$ cat src/rtl/cxr_pkg.sv
package cxr_pkg;

  localparam int VEC_W   = 128;
  localparam int BYTES   = VEC_W / 8;
  localparam int N_SIZES = 3;

  typedef enum logic [1:0] {
    SZ_BYTE = 2'd0,
    SZ_HALF = 2'd1,
    SZ_WORD = 2'd2,
    SZ_RSVD = 2'd3
  } elem_sz_e;

  // Lane width in bits for a legal size index.
  function automatic int lane_bits(input int sz);
    return 8 << sz;
  endfunction

  // Partner lane of a complex pair: even lanes read the next lane,
  // odd lanes read the previous one.
  function automatic int partner_of(input int lane);
    return lane ^ 1;
  endfunction

  // Subtract when the lane is real and rotation is 90, or the lane
  // is imaginary and rotation is 270.
  function automatic logic lane_subtracts(input int lane, input logic rot270);
    logic is_real;
    is_real = ((lane % 2) == 0);
    return is_real ^ rot270;
  endfunction

  // Legal size test on the raw code.
  function automatic logic size_legal(input logic [1:0] code);
    return code != SZ_RSVD;
  endfunction

endpackage

$ cat src/rtl/cxr_lane_bank.sv
module cxr_lane_bank
  import cxr_pkg::*;
#(
  parameter int VW     = 128,
  parameter int LANE_W = 8
) (
  input  logic [VW-1:0] vec_n,
  input  logic [VW-1:0] vec_m,
  input  logic          rot270,
  output logic [VW-1:0] vec_r
);

  localparam int LANES = VW / LANE_W;

  for (genvar e = 0; e < LANES; e++) begin : g_lane
    localparam int P = partner_of(e);
    localparam logic SUB90 = lane_subtracts(e, 1'b0);

    logic [LANE_W-1:0] a_op;
    logic [LANE_W-1:0] b_op;
    logic [LANE_W-1:0] lane_sum;
    logic [LANE_W-1:0] lane_dif;
    logic              do_sub;

    assign a_op     = vec_n[e*LANE_W +: LANE_W];
    assign b_op     = vec_m[P*LANE_W +: LANE_W];
    assign lane_sum = a_op + b_op;
    assign lane_dif = a_op - b_op;
    assign do_sub   = SUB90 ^ rot270;
    assign vec_r[e*LANE_W +: LANE_W] = do_sub ? lane_dif : lane_sum;
  end

endmodule

$ cat src/rtl/cxr_byte_merge.sv
module cxr_byte_merge #(
  parameter int NB = 16
) (
  input  logic [8*NB-1:0] fresh,
  input  logic [8*NB-1:0] prior,
  input  logic [NB-1:0]   keep_n,
  output logic [8*NB-1:0] merged
);

  for (genvar k = 0; k < NB; k++) begin : g_byte
    assign merged[8*k +: 8] = keep_n[k] ? fresh[8*k +: 8] : prior[8*k +: 8];
  end

endmodule

$ cat src/rtl/cxr_addrot.sv
module cxr_addrot
  import cxr_pkg::*;
(
  input  logic           clk,
  input  logic           rst,
  input  logic           in_valid,
  input  logic [127:0]   src_n,
  input  logic [127:0]   src_m,
  input  logic [127:0]   dst_old,
  input  logic [15:0]    byte_pred,
  input  logic [1:0]     elem_size,
  input  logic           rot_sel,
  output logic           out_valid,
  output logic [127:0]   result,
  output logic           size_err
);

  // Per-size raw lane results, all computed from the unmodified inputs.
  logic [VEC_W-1:0] bank_res [N_SIZES];

  for (genvar s = 0; s < N_SIZES; s++) begin : g_size
    cxr_lane_bank #(
      .VW    (VEC_W),
      .LANE_W(lane_bits(s))
    ) u_bank (
      .vec_n (src_n),
      .vec_m (src_m),
      .rot270(rot_sel),
      .vec_r (bank_res[s])
    );
  end

  // Named internal events for the checks.
  logic             size_bad;
  logic [VEC_W-1:0] lane_pick;
  logic [VEC_W-1:0] merge_out;
  logic [VEC_W-1:0] next_res;

  assign size_bad = !size_legal(elem_size);

  always_comb begin
    unique case (elem_size)
      SZ_HALF: lane_pick = bank_res[1];
      SZ_WORD: lane_pick = bank_res[2];
      default: lane_pick = bank_res[0];
    endcase
  end

  cxr_byte_merge #(.NB(BYTES)) u_merge (
    .fresh (lane_pick),
    .prior (dst_old),
    .keep_n(byte_pred),
    .merged(merge_out)
  );

  assign next_res = size_bad ? dst_old : merge_out;

  always_ff @(posedge clk) begin
    if (rst) begin
      out_valid <= 1'b0;
      result    <= '0;
      size_err  <= 1'b0;
    end else begin
      out_valid <= in_valid;
      if (in_valid) begin
        result   <= next_res;
        size_err <= size_bad;
      end
    end
  end


  valid_follow_chk: assert property (@(posedge clk) disable iff (rst)
    in_valid |=> out_valid);


  valid_quiet_chk: assert property (@(posedge clk) disable iff (rst)
    !in_valid |=> !out_valid);


  rsvd_keep_chk: assert property (@(posedge clk) disable iff (rst)
    (in_valid && elem_size == 2'd3) |=> (size_err && result == $past(dst_old)));


  legal_noerr_chk: assert property (@(posedge clk) disable iff (rst)
    (in_valid && elem_size != 2'd3) |=> !size_err);


  zero_pred_chk: assert property (@(posedge clk) disable iff (rst)
    (in_valid && byte_pred == 16'h0) |=> (result == $past(dst_old)));


  idle_hold_chk: assert property (@(posedge clk) disable iff (rst)
    !in_valid |=> ($stable(result) && $stable(size_err)));

endmodule

$ cat config.mk
export PLATFORM = sky130hd
export DESIGN_NAME = cxr_addrot
export DESIGN_NICKNAME = d
export VERILOG_FILES = /design/src/rtl/cxr_pkg.sv /design/src/rtl/cxr_lane_bank.sv /design/src/rtl/cxr_byte_merge.sv /design/src/rtl/cxr_addrot.sv
export SDC_FILE = /design/constraint.sdc
export NUM_CORES = 2
export LEC_CHECK = 0
export BUFFER_PORTS_ARGS = -buffer_cell sky130_fd_sc_hd__buf_4
export CORE_UTILIZATION = 30
export DETAILED_ROUTE_END_ITERATION = 6
export PLACE_DENSITY = 0.53
export SYNTH_ARGS = -nofsm -noshare
export SYNTH_HDL_FRONTEND = slang
export SYNTH_SLANG_ARGS = --single-unit
$ cat constraint.sdc
create_clock -name clk -period 6.9 [get_ports clk]
set_input_delay 0.345 -clock clk [delete_from_list [all_inputs] [get_ports clk]]
set_output_delay 0.345 -clock clk [all_outputs]
set_load 0.02 [all_outputs]
==> results.sh <==
export IMPL_outcome="finished, final reports clean"
export IMPL_nNetsFinal=5038
export IMPL_clockBufferDepth=2
export IMPL_hp_class="input port to flip-flop"
export IMPL_cp_max_fo=7
export IMPL_cts_tree="done"
export IMPL_yosysWarnings=0
export IMPL_slowest_stage="or4_1"
export IMPL_track_usage_pct=30.11
export IMPL_die_area_um2=95030
export IMPL_fin_crit_ns=5.122
export IMPL_power_density_nw_per_um2=171.3
export IMPL_synth_top_cell_by_area="ha_1"
export IMPL_numCtsBuffers=17
export IMPL_synth_flop_cell="dfxtp_1"
export IMPL_root_buffer="clkbuf_16"
export IMPL_gr_total_overflow=0
export IMPL_ys_seq_elements=130
export IMPL_fill_cells=9984
export IMPL_cp_end_kind="flip-flop"
export IMPL_holdCritStartpoint="dst_old[11]"
export IMPL_drive_gt1_share_pct=16.25
export IMPL_path_cells="buf_4 -> or4_1 -> nor4b_1 -> nor3b_1 -> nor2_1 -> nor2_1 -> xnor2_1 -> ha_1 -> a21o_1 -> a21oi_1 -> nor2b_1 -> o21ai_0 -> o21a_1 -> o31ai_1 -> a221oi_1 -> o21ai_0 -> or2_1 -> a21oi_1 -> xnor2_1 -> a221oi_1 -> o22ai_1"
export IMPL_wl_per_cell_um=26.63
export IMPL_cts_resized_gates=0
export IMPL_final_hold_viol_count=0
export IMPL_yosysTopAreaCellShare_pct=15.34
export IMPL_relSlewSlack_pct=25.42
export IMPL_synthCells=3846
export IMPL_grt_pass1_vias=29410
export IMPL_dr_pass1_iters=6
export IMPL_rsz0062_at_grt="no"
export IMPL_grt_max_degree=87
export IMPL_maxCapViolations=0
export IMPL_drtIter0Drc=3305
export IMPL_initial_core_util_pct=30.52
export IMPL_fmax_mhz=195.2
export IMPL_io_pins=536
export IMPL_die_w_um=308.3
export IMPL_cp_startpoint="src_m[37]"
export IMPL_ys_seq_area_share_pct=9.248
export IMPL_critical_path_startpoint_type="input port"
export IMPL_final_setup_skew_ns=0
export IMPL_path_clk_slew_ns=0.07
export IMPL_max_stage_delay_ns=0.57
export IMPL_drtAntennaViolNets=0
export IMPL_arrival_ns=5.50
export IMPL_vias=31430
export IMPL_grt_pass1_wl_um=207200
export IMPL_area_delta_synth_final_pct=20.88
export IMPL_synth_edf_count=0
export IMPL_clock_sinks=130
export IMPL_rows=111
export IMPL_dp_hpwl_um=120600
export IMPL_syn_avg_cell_area_um2=7.317
export IMPL_period_share_pct=74.23
export IMPL_ctsHoldBuffers=0
export IMPL_postCtsSetupRepairBufs=0
export IMPL_worst_ep_required_time_ns=7.28
export IMPL_antenna_found_initial=13
export IMPL_synth_fp_nets=4625
export IMPL_remaining_drc_errors=0
export IMPL_drv_slew=0
export IMPL_die_h_um=308.3
export IMPL_reg2reg_from="result[31]$_SDFFE_PP0P_"
export IMPL_setup_viol=0
export IMPL_gp_congestion=1.011
export IMPL_power_mw=5.829
export IMPL_synth_area_top_cells="ha_1 (15%), xnor2_1 (11%), dfxtp_1 (9.2%)"
export IMPL_vias_per_cell=5.695
export IMPL_path_class="input port to flip-flop"
export IMPL_wl_um=147000
export IMPL_h_tree_depth=4
export IMPL_synth_cell_types=97
export IMPL_port_buffers=535
export IMPL_peakVddDrop_mv=0.2024
export IMPL_finalSetupTns_ns=0
export IMPL_power_leakage_nw=15.31
export IMPL_clk_latency_ns=0.50
export IMPL_core_area_um2=92220
export IMPL_async_flop_share_pct=0
export IMPL_netlist_area_um2=28140
export IMPL_tightestPinTransition_ns=1.112
==> routing by layer <==
| metal | global-route usage, % | vias to the layer above | share of wire [%] |
|---|---|---|---|
| met5 | 0 | - | 0.070 |
| met4 | 8.458 | 12 | 2.4 |
| li1 | - | 14770 | - |
| met3 | 6.823 | 176 | 8.6 |
| met1 | 42.91 | 15080 | 47 |
| met2 | 44.70 | 1393 | 42 |
==> worst paths after layout <==
kind                                                end  slack [ns]  cells after the start
worst max register to register  result[31]$_SDFFE_PP0P_        5.21                      6
worst min-delay path            result[11]$_SDFFE_PP0P_        0.08                      3
worst min register to register  result[52]$_SDFFE_PP0P_        0.46                      2
worst max-delay path            result[26]$_SDFFE_PP0P_        1.78                     21
==> synth_stat cells, types with 15 or more instances <==
library cell / n
a21boi_0: 25
nand2_1: 217
nor4_1: 22
xor2_1: 218
buf_1: 34
o21a_1: 25
a311oi_1: 16
inv_1: 210
nor3b_1: 16
nor2b_1: 49
and2_1: 20
o221ai_1: 21
or3_1: 17
o21ai_0: 186
a221oi_1: 65
a31oi_1: 59
maj3_1: 26
fa_1: 28
dfxtp_1: 130
o22ai_1: 15
o211ai_1: 33
and3_1: 32
nand2b_1: 51
mux2i_1: 16
ha_1: 345
a21o_1: 161
o21bai_1: 27
xnor2_1: 349
a211oi_1: 101
nand3_1: 39
nor3_1: 91
or2_2: 19
clkbuf_1: 138
a41oi_1: 16
mux2_2: 17
a21oi_1: 354
nor2_1: 438
==> sequential cells by signal, indices dropped and copies added, names as in the netlist <==
register / cells
out_valid: 1
result: 128
size_err: 1
==> worst max-delay path, delay by kind of cell <==
kind	cells	cell delay, ns
and+or+nand+nor	7	2.12
xor gates and xnor gates	2	0.29
AOI/OAI and AO/OA	10	2.24
adders and majority gates	1	0.37
buffers and inverters	1	0.12
==> area by class of cell <==
cell class / count / area, um2 / area share [%]
tap: 1243 / 1555 / 4.572
clock buffer: 22 / 474.2 / 1.394
inverter: 212 / 795.8 / 2.339
antenna: 5 / 12.51 / 0.03678
timing repair buffer: 573 / 4334 / 12.74
clock inverter: 9 / 153.9 / 0.4524
sequential: 130 / 2603 / 7.650
multi-input combinational: 3325 / 24090 / 70.81
==> stage by stage <==
| stage | utilization, % | worst slack (ns) | std cells | instance area (um2) | hold WS, ns |
|---|---|---|---|---|---|
| 2_1_floorplan | - | 1.521 | 3846 | 28140 | 0.5011 |
| 3_5_place_dp | 36.19 | 1.337 | 5483 | 33380 | 0.4443 |
| 6_report | 36.89 | 1.778 | 5519 | 34020 | 0.08211 |
| 3_3_place_gp | 36.19 | 1.363 | 5483 | 33380 | 0.4404 |
| 5_1_grt | 36.88 | 1.454 | 5517 | 34010 | 0.06231 |
| 4_1_cts | 36.87 | 1.888 | 5514 | 34010 | 0.03912 |
==> power by group <==
part	switching [mW]	internal (mW)
clock network	0.449	0.629
registers	0.0463	0.817
logic	2.35	1.54
==> logic make-up (layout without fill, tap and decap cells) <==
family / count (synthesis) / count (layout) / share of synthesized area, %
compound gates: 1257 / 1257 / 29.87
xor+xnor: 580 / 580 / 18.55
fa+ha+maj: 401 / 401 / 18.34
buf+inv: 391 / 816 / 5.255
flops: 130 / 130 / 9.248
mux: 33 / 33 / 1.249
other cells: 0 / 5 / 0
simple gates: 1054 / 1054 / 17.50
==> cells in the final DEF, fill, tap and decap left out, types with 26 or more instances in the layout <==
cell type  netlist  routed
buf_4            0     569
nor2_1         438     435
a21oi_1        354     354
xnor2_1        349     349
ha_1           345     342
xor2_1         218     218
nand2_1        217     217
inv_1          210     209
o21ai_0        186     186
a21o_1         161     161
dfxtp_1        130     130
a211oi_1       101     101
nor3_1          91      91
a221oi_1        65      65
a31oi_1         59      59
nand2b_1        51      51
nor2b_1         49      49
nand3_1         39      39
o211ai_1        33      33
and3_1          32      32
fa_1            28      28
o21bai_1        27      27
maj3_1          26      26
No activity file was read; power rests on OpenSTA's default activity.
